## src/rtl/mwd_pkg.sv

```systemverilog
package mwd_pkg;

    localparam int DW      = 8;
    localparam int AW      = 16;
    localparam int N_OUTER = 8;
    localparam int N_BANK  = 12;
    localparam int DIP_W   = 3;
    localparam int IDX_W   = $clog2(N_BANK + 4);
    localparam int OIDX_W  = $clog2(N_OUTER);

    typedef enum logic [3:0] {
        K_NONE, K_OUTER, K_RAMPASS, K_SEL, K_DATA, K_MIRR,
        K_RAMCFG, K_IRQVAL, K_IRQLOAD, K_IRQOFF, K_IRQON
    } wr_kind_e;

    typedef struct packed {
        logic [N_OUTER-1:0][DW-1:0] outer;
        logic [N_BANK-1:0][DW-1:0]  bank;
        logic [DW-1:0]              ctrl;
        logic [DW-1:0]              mirr;
        logic [DW-1:0]              ramcfg;
        logic [DW-1:0]              latch;
        logic [DW-1:0]              irq_val;
        logic [DW-1:0]              irq_cnt;
        logic                       irq_pend;
        logic                       irq_en;
        logic                       irq;
        logic [DIP_W-1:0]           dip;
    } state_t;

    // Power-on contents of one bank byte
    function automatic logic [DW-1:0] bank_init(input int idx);
        case (idx)
            0:       return DW'(0);
            1:       return DW'(2);
            2:       return DW'(4);
            3:       return DW'(5);
            4:       return DW'(6);
            5:       return DW'(7);
            6:       return DW'(0);
            7:       return DW'(1);
            8:       return DW'(8'hFE);
            default: return DW'(8'hFF);
        endcase
    endfunction

    function automatic state_t reset_state(input logic [DIP_W-1:0] dip);
        state_t s;
        s = '0;
        for (int i = 0; i < N_BANK; i++) s.bank[i] = bank_init(i);
        s.ramcfg = DW'(8'h80);
        s.dip    = dip;
        return s;
    endfunction

endpackage

```

## src/rtl/mwd_decode.sv

```systemverilog
module mwd_decode
    import mwd_pkg::*;
(
    input  logic              wr_en,
    input  logic [AW-1:0]     addr,
    input  logic [DIP_W-1:0]  dip,
    input  logic [2:0]        variant,
    input  logic              outer_on,
    output wr_kind_e          kind,
    output logic [OIDX_W-1:0] outer_idx,
    output logic              hi_write
);
    localparam logic [AW-1:0] QUAL_BASE = AW'(16);

    logic qual_hit;

    always_comb begin
        qual_hit  = |(addr & (QUAL_BASE << dip));
        outer_idx = (variant == 3'd3) ? OIDX_W'(addr[2:0]) : OIDX_W'(addr[1:0]);
        hi_write  = wr_en && addr[15];
        kind      = K_NONE;
        if (wr_en && addr[15:12] == 4'h5) begin
            kind = (outer_on && qual_hit) ? K_OUTER : K_RAMPASS;
        end else if (hi_write) begin
            case ({addr[14:13], addr[0]})
                3'b000:  kind = addr[1] ? K_NONE : K_SEL;
                3'b001:  kind = addr[1] ? K_NONE : K_DATA;
                3'b010:  kind = K_MIRR;
                3'b011:  kind = K_RAMCFG;
                3'b100:  kind = K_IRQVAL;
                3'b101:  kind = K_IRQLOAD;
                3'b110:  kind = K_IRQOFF;
                default: kind = K_IRQON;
            endcase
        end
    end
endmodule

```

## src/rtl/mwd_irq_step.sv

```systemverilog
module mwd_irq_step
    import mwd_pkg::*;
(
    input  logic          tick,
    input  logic [DW-1:0] cnt,
    input  logic [DW-1:0] reload_val,
    input  logic          pend,
    input  logic          en,
    output logic [DW-1:0] cnt_next,
    output logic          fire
);
    always_comb begin
        cnt_next = cnt;
        fire     = 1'b0;
        if (tick) begin
            cnt_next = (cnt == '0 || pend) ? reload_val : cnt - DW'(1);
            fire     = (cnt_next == '0) && en;
        end
    end
endmodule

```

## src/rtl/mapper_write_decoder.sv

```systemverilog
module mapper_write_decoder
    import mwd_pkg::*;
(
    input  logic                  clk,
    input  logic                  rst_n,
    input  logic                  soft_rst,
    input  logic                  dip_cycle_en,
    input  logic [2:0]            variant,
    input  logic                  wr_en,
    input  logic [AW-1:0]         wr_addr,
    input  logic [DW-1:0]         wr_data,
    input  logic                  line_tick,
    output logic [N_OUTER*DW-1:0] outer_regs,
    output logic [N_BANK*DW-1:0]  bank_regs,
    output logic [DW-1:0]         ctrl,
    output logic [DW-1:0]         mirr,
    output logic [DW-1:0]         ram_cfg,
    output logic [DW-1:0]         data_latch,
    output logic [DIP_W-1:0]      dip_sel,
    output logic                  ram_pass,
    output logic                  irq
);
    localparam logic [DW-1:0] SWAP_A   = DW'(8'h46);
    localparam logic [DW-1:0] SWAP_B   = DW'(8'h47);
    localparam int            EXT_REG  = 3;
    localparam int            EXT_BIT  = 1;

    state_t             s_q, s_d;
    wr_kind_e           kind;
    logic [OIDX_W-1:0]  outer_idx;
    logic               hi_write;
    logic               outer_on;
    logic [DW-1:0]      cnt_next;
    logic               fire;
    logic [IDX_W-1:0]   data_idx;
    logic [DW-1:0]      sel_val;

    assign outer_on = s_q.ramcfg[6] || !(s_q.ramcfg[5] && variant == 3'd2);

    mwd_decode u_decode (
        .wr_en     (wr_en),
        .addr      (wr_addr),
        .dip       (s_q.dip),
        .variant   (variant),
        .outer_on  (outer_on),
        .kind      (kind),
        .outer_idx (outer_idx),
        .hi_write  (hi_write)
    );

    mwd_irq_step u_irq (
        .tick       (line_tick),
        .cnt        (s_q.irq_cnt),
        .reload_val (s_q.irq_val),
        .pend       (s_q.irq_pend),
        .en         (s_q.irq_en),
        .cnt_next   (cnt_next),
        .fire       (fire)
    );

    always_comb begin
        s_d = s_q;

        // index into the bank bytes; wider mask in extended mode
        data_idx = s_q.outer[EXT_REG][EXT_BIT] ? IDX_W'(s_q.ctrl[3:0])
                                               : IDX_W'(s_q.ctrl[2:0]);
        sel_val  = wr_data;
        if (variant == 3'd2 && wr_data == SWAP_A) sel_val = SWAP_B;
        if (variant == 3'd2 && wr_data == SWAP_B) sel_val = SWAP_A;

        // scanline counter
        s_d.irq_cnt = cnt_next;
        if (line_tick) s_d.irq_pend = 1'b0;
        if (fire)      s_d.irq      = 1'b1;

        if (hi_write) s_d.latch = wr_data;

        case (kind)
            K_OUTER:   s_d.outer[outer_idx] = wr_data;
            K_SEL:     s_d.ctrl = sel_val;
            K_DATA:    if (data_idx < IDX_W'(N_BANK)) s_d.bank[data_idx] = wr_data;
            K_MIRR:    s_d.mirr = wr_data;
            K_RAMCFG:  s_d.ramcfg = wr_data[5] ? wr_data : {wr_data[7:6], 6'b0};
            K_IRQVAL:  s_d.irq_val = wr_data;
            K_IRQLOAD: s_d.irq_pend = 1'b1;
            K_IRQOFF:  begin s_d.irq_en = 1'b0; s_d.irq = 1'b0; end
            K_IRQON:   s_d.irq_en = 1'b1;
            default:   ;
        endcase

        if (soft_rst)
            s_d = reset_state(s_q.dip + DIP_W'(dip_cycle_en));
    end

    always_ff @(posedge clk or negedge rst_n) begin
        if (!rst_n) s_q <= reset_state('0);
        else        s_q <= s_d;
    end

    assign outer_regs = s_q.outer;
    assign bank_regs  = s_q.bank;
    assign ctrl       = s_q.ctrl;
    assign mirr       = s_q.mirr;
    assign ram_cfg    = s_q.ramcfg;
    assign data_latch = s_q.latch;
    assign dip_sel    = s_q.dip;
    assign irq        = s_q.irq;
    assign ram_pass   = (kind == K_RAMPASS);

endmodule

```

## config.mk

```make
export PLATFORM = sky130hd
export DESIGN_NAME = mapper_write_decoder
export DESIGN_NICKNAME = d
export VERILOG_FILES = /design/src/rtl/mwd_pkg.sv /design/src/rtl/mwd_decode.sv /design/src/rtl/mwd_irq_step.sv /design/src/rtl/mapper_write_decoder.sv
export SDC_FILE = /design/constraint.sdc
export NUM_CORES = 1
export LEC_CHECK = 0
export ABC_AREA = 1
export BUFFER_PORTS_ARGS = -buffer_cell sky130_fd_sc_hd__buf_2
export CORE_ASPECT_RATIO = 0.9
export CORE_MARGIN = 5
export CORE_UTILIZATION = 56
export CTS_CLUSTER_DIAMETER = 100
export DETAILED_ROUTE_END_ITERATION = 8
export GPL_TIMING_DRIVEN = 0
export PLACE_DENSITY = 0.81
export SYNTH_ARGS = -nofsm -noshare
export SYNTH_HDL_FRONTEND = slang
export SYNTH_SLANG_ARGS = --single-unit
export TNS_END_PERCENT = 100
```

## constraint.sdc

```tcl
create_clock -name clk -period 2.35 [get_ports clk]
set_input_delay 0.1175 -clock clk [delete_from_list [all_inputs] [get_ports clk]]
set_output_delay 0.1175 -clock clk [all_outputs]
set_load 0.05 [all_outputs]
```

-- Word-level counts from Yosys, hierarchy flattened
Index checks and enable logic that the tools add are counted.
- input bits: 33
- output and inout bits: 197
- register bits after elaboration: 214
- reduce and logical (&&, ||, !) cells: 29
- muxes and demuxes: 34
- magnitude comparators: 5
- add/sub/neg operators: 2
- bitwise gates (word level): 1
- eq/ne operators: 21
- shift operators: 1
- operator list (kind ; number):
    two-way mux 214 bit ; 1
    two-way mux 96 bit ; 2
    bitwise mux 96 bit ; 1
    two-way mux 8 bit ; 11
    bitwise mux 64 bit ; 1
    two-way mux 64 bit ; 1
    demux 8 bit (select 4 bit) ; 1
    case mux 4 bit (7 select lines) ; 1
    demux 8 bit (select 3 bit) ; 1
    == test 4 x 3 -> 1 bit (second input constant) ; 5
    nonzero test 2 bit ; 9
    bitwise AND 16 bit ; 1
    == test 8 x 7 -> 1 bit (second input constant) ; 2
    zero test 8 bit ; 2
    OR reduction 16 bit ; 1
    << shifter 5 x 3 -> 16 bit (first input constant) ; 1
    == test 3 x 2 -> 1 bit (second input constant) ; 4
    == test 4 bit (second input constant) ; 3
    two-way mux 4 bit ; 3
    == test 3 bit (second input constant) ; 3
    logical AND 1 bit ; 9
    nonzero test 3 bit ; 3
    == test 4 x 2 -> 1 bit (second input constant) ; 2
    subtractor 8 x 1 -> 8 bit (second input constant) ; 1
    other kinds (17) ; 24

-- Longest topological paths before layout
Gate-level depths: netlist of the first run.
- depth in word-level cells: 10
- gate-level depth with buffers: 12

-- Modules after synthesis
Synthesis of the first run repeated with hierarchy kept, for this count alone.
- cell total of the unflattened synthesis: 1230
- area, all modules: 10880.4 um^2
- by module, submodules not included (module ; instances ; cells an instance ; seq. area each (um^2) ; area each (um^2)):
    mapper_write_decoder ; 1 ; 1087 ; 5407.7 ; 10198.5
    mwd_irq_step ; 1 ; 94 ; 0.0 ; 451.7
    mwd_decode ; 1 ; 49 ; 0.0 ; 230.2

-- Worst setup path after synthesis of the first run
Ideal clock, no wire load.
- path type: flip-flop to flip-flop
- start point: register s_q (netlist bit dip_sel[0])
- end point: register s_q (netlist bit bank_regs[64])
- arrival time: 1674 ps
- buffers on the path: 1
- stages on the path, launching flop included: 12
- required time: 2231 ps
- setup time: 119 ps
- slack: 557 ps
- cells stage by stage: dfrtp_1 > inv_2 > nand2_1 > nor2_1 > nor2_1 > nand2_1 > nand3_2 > a21oi_4 > buf_12 > nand4_2 > nand3_1 > nand2_1
- word-level cells in the longest chain between the ends: 9
- RTL lines (what ; line ; RTL):
    start, declared ; mapper_write_decoder.sv:28 ; state_t s_q, s_d;
    start signal, assigned ; mapper_write_decoder.sv:96 ; if (!rst_n) s_q <= reset_state('0);
    << shifter 5 x 3 -> 16 bit ; mwd_decode.sv:18 ; qual_hit = |(addr & (QUAL_BASE << dip));
    bitwise AND 16 bit ; mwd_decode.sv:18 ;
    OR reduction 16 bit ; mwd_decode.sv:18 ;
    logical AND 1 bit ; mwd_decode.sv:23 ; kind = (outer_on && qual_hit) ? K_OUTER : K_RAMPASS;
    two-way mux 2 bit ; mwd_decode.sv:23 ;
    two-way mux 4 bit ; mwd_decode.sv:22 ; if (wr_en && addr[15:12] == 4'h5) begin
    == test 4 x 3 -> 1 bit ; mapper_write_decoder.sv:78 ; case (kind)
    nonzero test 2 bit (no line) ; -- ;
    AND reduction 2 bit (no line) ; -- ;
Every way passes these cells.
A chain may end at the register's enable or synchronous reset.

-- Worst setup path in the final report of the first run
- start point: register s_q (netlist bit dip_sel[1])
- end point: output ram_pass
- word-level cells in the longest chain between the ends: 7
- RTL lines (what ; line ; RTL):
    << shifter 5 x 3 -> 16 bit ; mwd_decode.sv:18 ;
    bitwise AND 16 bit ; mwd_decode.sv:18 ;
    OR reduction 16 bit ; mwd_decode.sv:18 ;
    logical AND 1 bit ; mwd_decode.sv:23 ;
    two-way mux 2 bit ; mwd_decode.sv:23 ;
    two-way mux 4 bit ; mwd_decode.sv:22 ;
    == test 4 x 2 -> 1 bit ; mapper_write_decoder.sv:108 ; assign ram_pass = (kind == K_RAMPASS);
    end, declared ; mapper_write_decoder.sv:20 ; output logic ram_pass,
Every way passes these cells.

==> results by group, run 1 <==
CTS
  – Clock sink count: 214
  – Clock latency of the later-clocked register in the worst-skew pair: 520 ps
  – Root Buffer Master: clkbuf_16
  – Maximum clock insertion buffer count: 3
  – Number of H-tree levels: 1
  – Num CTS Buffers: 24
  – Clock tree from TritonCTS: done
  – Clock transition at the register clock pins on the worst setup and hold paths after CTS: 60 ps

Setup path
  – Reg2reg path depth: 9
  – CP Launch Point: dip_sel[1]
  – Startpoint Class: flop
  – Biggest fanout along the worst timing path: 7
  – Worst Path Required: 2230 ps
  – CP endpoint: ram_pass
  – Worst reg2reg endpoint: outer_regs[41]
  – RR Startpoint: dip_sel[1]
  – Crit end category: output port
  – Setup CP Type: reg2out
  – Arr. time, crit path: 2080 ps
  – Setup slack, reg-to-reg: 180 ps

Layout
  – Post-layout instance area: 13540 µm²
  – Filler Cells Inserted: 1558
  – Area Overhead vs Synth: 21.58%
  – Nets: 1533
  – Leading cell type in the layout, fill and taps excluded: nand2_1
  – Post-route insts no fill: 1768
  – Layout cell share with drive strength beyond 1: 38.19%
  – Utilization after layout: 68.38%
  – Leading cell types in the layout, fill and taps excluded: nand2_1 (309), buf_2 (236), buf_4 (197)

Min path
  – Type of the most critical hold path: in2reg

STA
  – Final Hold Fails: 0
  – Worst hold margin: 17.02 ps
  – Final worst setup slack: 147.6 ps
  – Actual slew at the worst max-slew pin: 901.3 ps
  – Final clock skew: 14.21 ps
  – Unrepaired setup endpoints after global routing: false
  – Achievable Freq: 454.1 MHz
  – Slew HR: 39.92%
  – Final worst path period need: 2202 ps
  – Max-slew violation count: 0
  – Post-route setup TNS: 0 ps
  – Share of the clock period used by the worst path: 93.72%
  – Final count of negative-setup-slack endpoints: 0

Drt
  – Routed WL: 31240 µm
  – Average wire length per cell after detail routing: 17.67 µm
  – Post-route DRC violation count: 0
  – Antenna violation net count after detailed routing: 0
  – First-pass detailed-route iteration total: 5
  – Vias per inst: 5.349
  – Vias after detailed routing: 9457
  – Initial DRC count: 833

Placed design
  – Count of buffers inserted at the top-level ports: 227
  – Post-place setup slack: 153.5 ps
  – # placed instances: 1715
  – Placement-stage cell area: 12630 µm²
  – Final Wtd Congestion: 0.9074
  – DPL Wire Length: 21900 µm

Power and ir drop
  – Power density of the placed cells: 750.5 nW/µm²
  – Pleak: 7.614 nW
  – Worst supply voltage drop on vdd: 0.0004504 V
  – Power Total: 10.16 mW

Logic synthesis
  – Async SR Flop Fraction: 100.0%
  – Number of distinct library cell variants in the gate-level netlist after synthesis: 41
  – EDFF count, synth: 0
  – Top_reg_cell synth: dfrtp_1
  – Fraction of the yosys area taken by sequential cells: 48.55%
  – Net count after synthesis: 1269
  – Flops & latches, synth: 214
  – Gate count after technology mapping: 1232
  – Cell Area, Synth: 11140 µm²
  – Number of warnings issued by yosys: 0
  – Post-synthesis average cell area: 9.041 µm²

Floorplan
  – Horizontal die dimension: 158.7 µm
  – Core Footprint: 19800 µm²
  – I/O pins: 230
  – Die area: 22810 µm²
  – Starting Density: 56.25%
  – Core Rows: 49
  – Vert. Die Dim: 143.8 µm

Global route
  – Global routing usage summed across all routing layers: 26.95%
  – Total gr overflow: 0
  – Maximum number of pins on one net before global-route repair: 126
  – Vias in the first global route: 9054
  – Wire length of the first global-routing pass: 48470 µm
  – Antenna violations before repair: 2

Outcome
  – Result of the run: finished clean

Run
  – Max-capacitance violation count: 0
-- synthesized netlist by cell type, types with 2 or more instances --
cell type / count / area share [%]
nand2_1: 309 / 10
buf_4: 195 / 13
dfrtp_1: 172 / 39
nand3_1: 144 / 6.5
a22o_1: 64 / 5.0
inv_1: 64 / 2.2
o21ai_0: 53 / 2.4
nor2_1: 49 / 1.7
dfstp_2: 42 / 9.9
clkbuf_1: 19 / 0.64
inv_2: 11 / 0.37
nand4_4: 11 / 2.1
buf_2: 10 / 0.45
o21bai_1: 9 / 0.61
buf_1: 8 / 0.27
nor2_2: 7 / 0.39
xor2_1: 7 / 0.55
nor2_4: 6 / 0.61
nor3_1: 5 / 0.22
a21oi_1: 4 / 0.18
clkinv_2: 4 / 0.18
ha_1: 4 / 0.45
nand2_2: 4 / 0.22
nand4_1: 4 / 0.22
nand4_2: 4 / 0.45
o21bai_4: 4 / 0.67
o22ai_1: 4 / 0.22
o21ai_2: 2 / 0.16
-- layout make-up --
type | instances | area [µm²] | area share, %
antenna | 2 | 5.005 | 0.03696
buffer | 236 | 1669 | 12.33
clock buffer | 35 | 703.2 | 5.193
clock inverter | 6 | 88.84 | 0.6560
inverter | 81 | 311.5 | 2.301
multi-input combinational | 701 | 3766 | 27.81
sequential | 214 | 5410 | 39.95
tap | 255 | 319.1 | 2.356
timing repair buffer | 238 | 1269 | 9.369
-- worst max-delay path, cell delays in order (launching register included) --
cell	delay, ps
dfrtp_2	460
inv_2	110
nand2_1	50
nor2_1	80
nor2_1	50
nand2_1	170
nand3_2	160
nand2_2	190
inv_1	80
buf_2	210
-- flip-flops by register name (all words and copies together) (netlist names) --
signal and cells:
bank_regs 96, data_latch 8, s_q 18, mirr 8
ram_cfg 8, outer_regs 64, irq 1, ctrl 8
dip_sel 3
-- per-layer routing --
metal | global-route usage [%] | wire length, µm
met2 | 42.12 | 14340
met4 | 9.201 | 1046
met5 | 0 | 13
met1 | 37.63 | 13250
met3 | 5.691 | 2585
-- report_power, final --
part | internal (mW) | switching (mW)
clock network | 2.29 | 1.48
registers | 3.94 | 0.161
logic | 0.702 | 1.60
total | 6.93 | 3.24
-- cell families (layout without fill, tap and decap cells) --
group,Yosys count,in the layout,share of synthesized area (%)
buf+inv,317,596,17.78
xor+xnor,7,7,0.5504
compound gates,142,142,9.537
fa+ha+maj,4,4,0.4494
simple gates,548,548,23.13
other cells,0,2,0
flops,214,214,48.55
-- worst min path at each step --
| stage | start | endpoint | depth (start not counted) |
|---|---|---|---|
| 2_1_floorplan | rst_n | bank_regs[0] | 0 |
| 3_3_place_gp | wr_data[2] | ram_cfg[2] | 3 |
| 3_5_place_dp | rst_n | bank_regs[29] | 1 |
| 4_1_cts | line_tick | s_q[13] | 4 |
| 5_1_grt | line_tick | s_q[13] | 4 |
| 6_report | line_tick | s_q[13] | 4 |
-- timing repair --
item                                   CTS  global route
hold buffers                             8             0
setup endpoints to repair                0            53
resized for setup                        0             4
endpoints found under the hold margin   65             0
buffers inserted                         0             2
(Power assumes the default switching activity.)
==> run 2, diff against run 1 <==
--- a/config.mk
+++ b/config.mk
@@ -13,6 +13,7 @@
 export CTS_CLUSTER_DIAMETER = 100
 export DETAILED_ROUTE_END_ITERATION = 8
 export GPL_TIMING_DRIVEN = 0
+export HOLD_SLACK_MARGIN = 0.03
 export PLACE_DENSITY = 0.81
 export SYNTH_ARGS = -nofsm -noshare
 export SYNTH_HDL_FRONTEND = slang
==> run 2 against run 1 <==
Sequential power barely moved. Clock skew up 3.5 ps. Combinational power barely moved. Critical endpoint unchanged. Highest routed layer unchanged.
==> results by group, run 2 (synthesized netlist as in run 1, its figures left out) <==
Outcome
  – Result of the run: finished clean

Setup path
  – Arr. time, crit path: 2090 ps (about the same)
  – Biggest fanout along the worst timing path: 7 (unchanged)
  – RR Startpoint: dip_sel[1]
  – CP Launch Point: dip_sel[1]
  – Setup CP Type: reg2out
  – Startpoint Class: flop
  – Crit end category: output port
  – Worst Path Required: 2230 ps (about the same)

Drt
  – Routed WL: 31360 µm (+0.40%)
  – Vias after detailed routing: 9451 (-0.063%)
  – First-pass detailed-route iteration total: 5 (unchanged)
  – Antenna violation net count after detailed routing: 0 (unchanged)
  – Initial DRC count: 752 (-9.7%)
  – Post-route DRC violation count: 0 (unchanged)
  – Average wire length per cell after detail routing: 17.73 µm (+0.34%)
  – Vias per inst: 5.343 (-0.12%)

Run
  – Max-capacitance violation count: 0 (unchanged)

Floorplan
  – Vert. Die Dim: 143.8 µm (unchanged)
  – I/O pins: 230 (unchanged)
  – Core Footprint: 19800 µm² (unchanged)
  – Die area: 22810 µm² (unchanged)
  – Horizontal die dimension: 158.7 µm (unchanged)
  – Starting Density: 56.25% (unchanged)
  – Core Rows: 49 (unchanged)

Power and ir drop
  – Power density of the placed cells: 749.8 nW/µm² (about the same)
  – Worst supply voltage drop on vdd: 0.0004557 V (+1.2%)
  – Pleak: 7.618 nW (about the same)
  – Power Total: 10.16 mW (about the same)

Global route
  – Antenna violations before repair: 2 (unchanged)
  – Total gr overflow: 0 (unchanged)
  – Global routing usage summed across all routing layers: 26.95% (about the same)
  – Vias in the first global route: 9056 (+0.022%)
  – Maximum number of pins on one net before global-route repair: 126 (unchanged)
  – Wire length of the first global-routing pass: 48470 µm (unchanged)

Placed design
  – Final Wtd Congestion: 0.9074 (unchanged)
  – DPL Wire Length: 21900 µm (unchanged)
  – Count of buffers inserted at the top-level ports: 227 (unchanged)

STA
  – Final worst path period need: 2205 ps (+2.745 ps)
  – Final Hold Fails: 0 (unchanged)
  – Actual slew at the worst max-slew pin: 888.6 ps (-12.66 ps)
  – Max-slew violation count: 0 (unchanged)
  – Share of the clock period used by the worst path: 93.84% (+0.12 points)
  – Slew HR: 40.54% (+0.63 points)
  – Final count of negative-setup-slack endpoints: 0 (unchanged)
  – Unrepaired setup endpoints after global routing: false
  – Final clock skew: 17.70 ps (+3.482 ps)
  – Achievable Freq: 453.5 MHz (-0.12%)

Layout
  – Layout cell share with drive strength beyond 1: 38.16% (about the same)
  – Leading cell type in the layout, fill and taps excluded: nand2_1
  – Filler Cells Inserted: 1555 (-0.19%)
  – Number of flip-flops in the largest register: 96 (unchanged)
  – Nets: 1534 (+0.065%)
  – Utilization after layout: 68.43% (about the same)
  – Leading cell types in the layout, fill and taps excluded: nand2_1 (309), buf_2 (236), buf_4 (197)
  – Area Overhead vs Synth: 21.67% (about the same)

CTS
  – Num CTS Buffers: 24 (unchanged)
  – Clock tree from TritonCTS: done
  – Clock sink count: 214 (unchanged)
  – Clock latency of the later-clocked register in the worst-skew pair: 520 ps (about the same)
  – Clock transition at the register clock pins on the worst setup and hold paths after CTS: 50 ps (about the same)
  – Root Buffer Master: clkbuf_16
  – Number of H-tree levels: 1 (unchanged)
  – Maximum clock insertion buffer count: 3 (unchanged)

Min path
  – Type of the most critical hold path: in2reg
  – Worst Hold Launch: wr_data[6]
[run 2: per-layer routing]
metal | GRT usage [%] | vias up | routed length (µm)
met3 | 5.631 | 84 | 2552
met2 | 42.12 | 426 | 14410
met4 | 9.201 | 2 | 1027
met1 | 37.65 | 4562 | 13360
met5 | 0 | - | 13
li1 | - | 4377 | -
[run 2: report_power, final]
part           switching, mW  internal [mW]  total (mW)  leakage, nW
Combinational           1.60          0.703        2.30         4.43
Clock                   1.48           2.29        3.77        0.386
Sequential             0.160           3.94        4.10         2.80
Total                   3.23           6.93        10.2         7.62
[run 2: final timing paths]
kind	end	slack, ps	depth (start not counted)
setup reg to reg	outer_regs[41]	170	9
hold reg to reg	ctrl[4]	480	2
setup / recovery	ram_pass	140	9
max in group asynchronous	ram_cfg[5]	1100	3
hold / removal	bank_regs[78]	80	5
min in group asynchronous	bank_regs[30]	210	2
[run 2: repair_timing]
action	CTS	global route
setup endpoints to repair	0	53
setup buffers	0	2
gates resized for setup	0	4
hold buffers	9	0
endpoints found under the hold margin	68	0
[run 2: worst max-delay path, cell delays in order (launching register included)]
cell and delay, ps:
dfrtp_2 460, inv_2 110, nand2_1 50, nor2_1 80
nor2_1 50, nand2_1 170, nand3_2 160, nand2_2 190
inv_1 80, buf_2 210
[run 2: final cells by class]
| class | instances | area, µm² | share of cell area [%] |
|---|---|---|---|
| Inverter | 81 | 311.5 | 2.299 |
| Sequential cell | 214 | 5410 | 39.92 |
| Timing Repair Buffer | 239 | 1279 | 9.436 |
| Multi-Input combinational cell | 701 | 3766 | 27.79 |
| Clock buffer | 35 | 703.2 | 5.189 |
| Buffer | 236 | 1669 | 12.32 |
| Clock inverter | 6 | 88.84 | 0.6555 |
| Tap cell | 255 | 319.1 | 2.354 |
| Antenna cell | 2 | 5.005 | 0.03693 |
[run 2: per-stage QoR]
stage | std cells | setup TNS [ps] | cell area, µm² | worst slack (ps) | hold slack [ps]
after global placement | 1714 | -453000 | 12590 | -2392 | 333.2
after CTS | 1765 | 0 | 13510 | 81.61 | 68.32
after floorplan | 1232 | 0 | 11140 | 557.3 | -178.1
final | 1769 | 0 | 13550 | 144.9 | 77.27
after global routing | 1768 | 0 | 13550 | 18.17 | 117.3
after detailed placement | 1715 | 0 | 12630 | 153.5 | 176.6
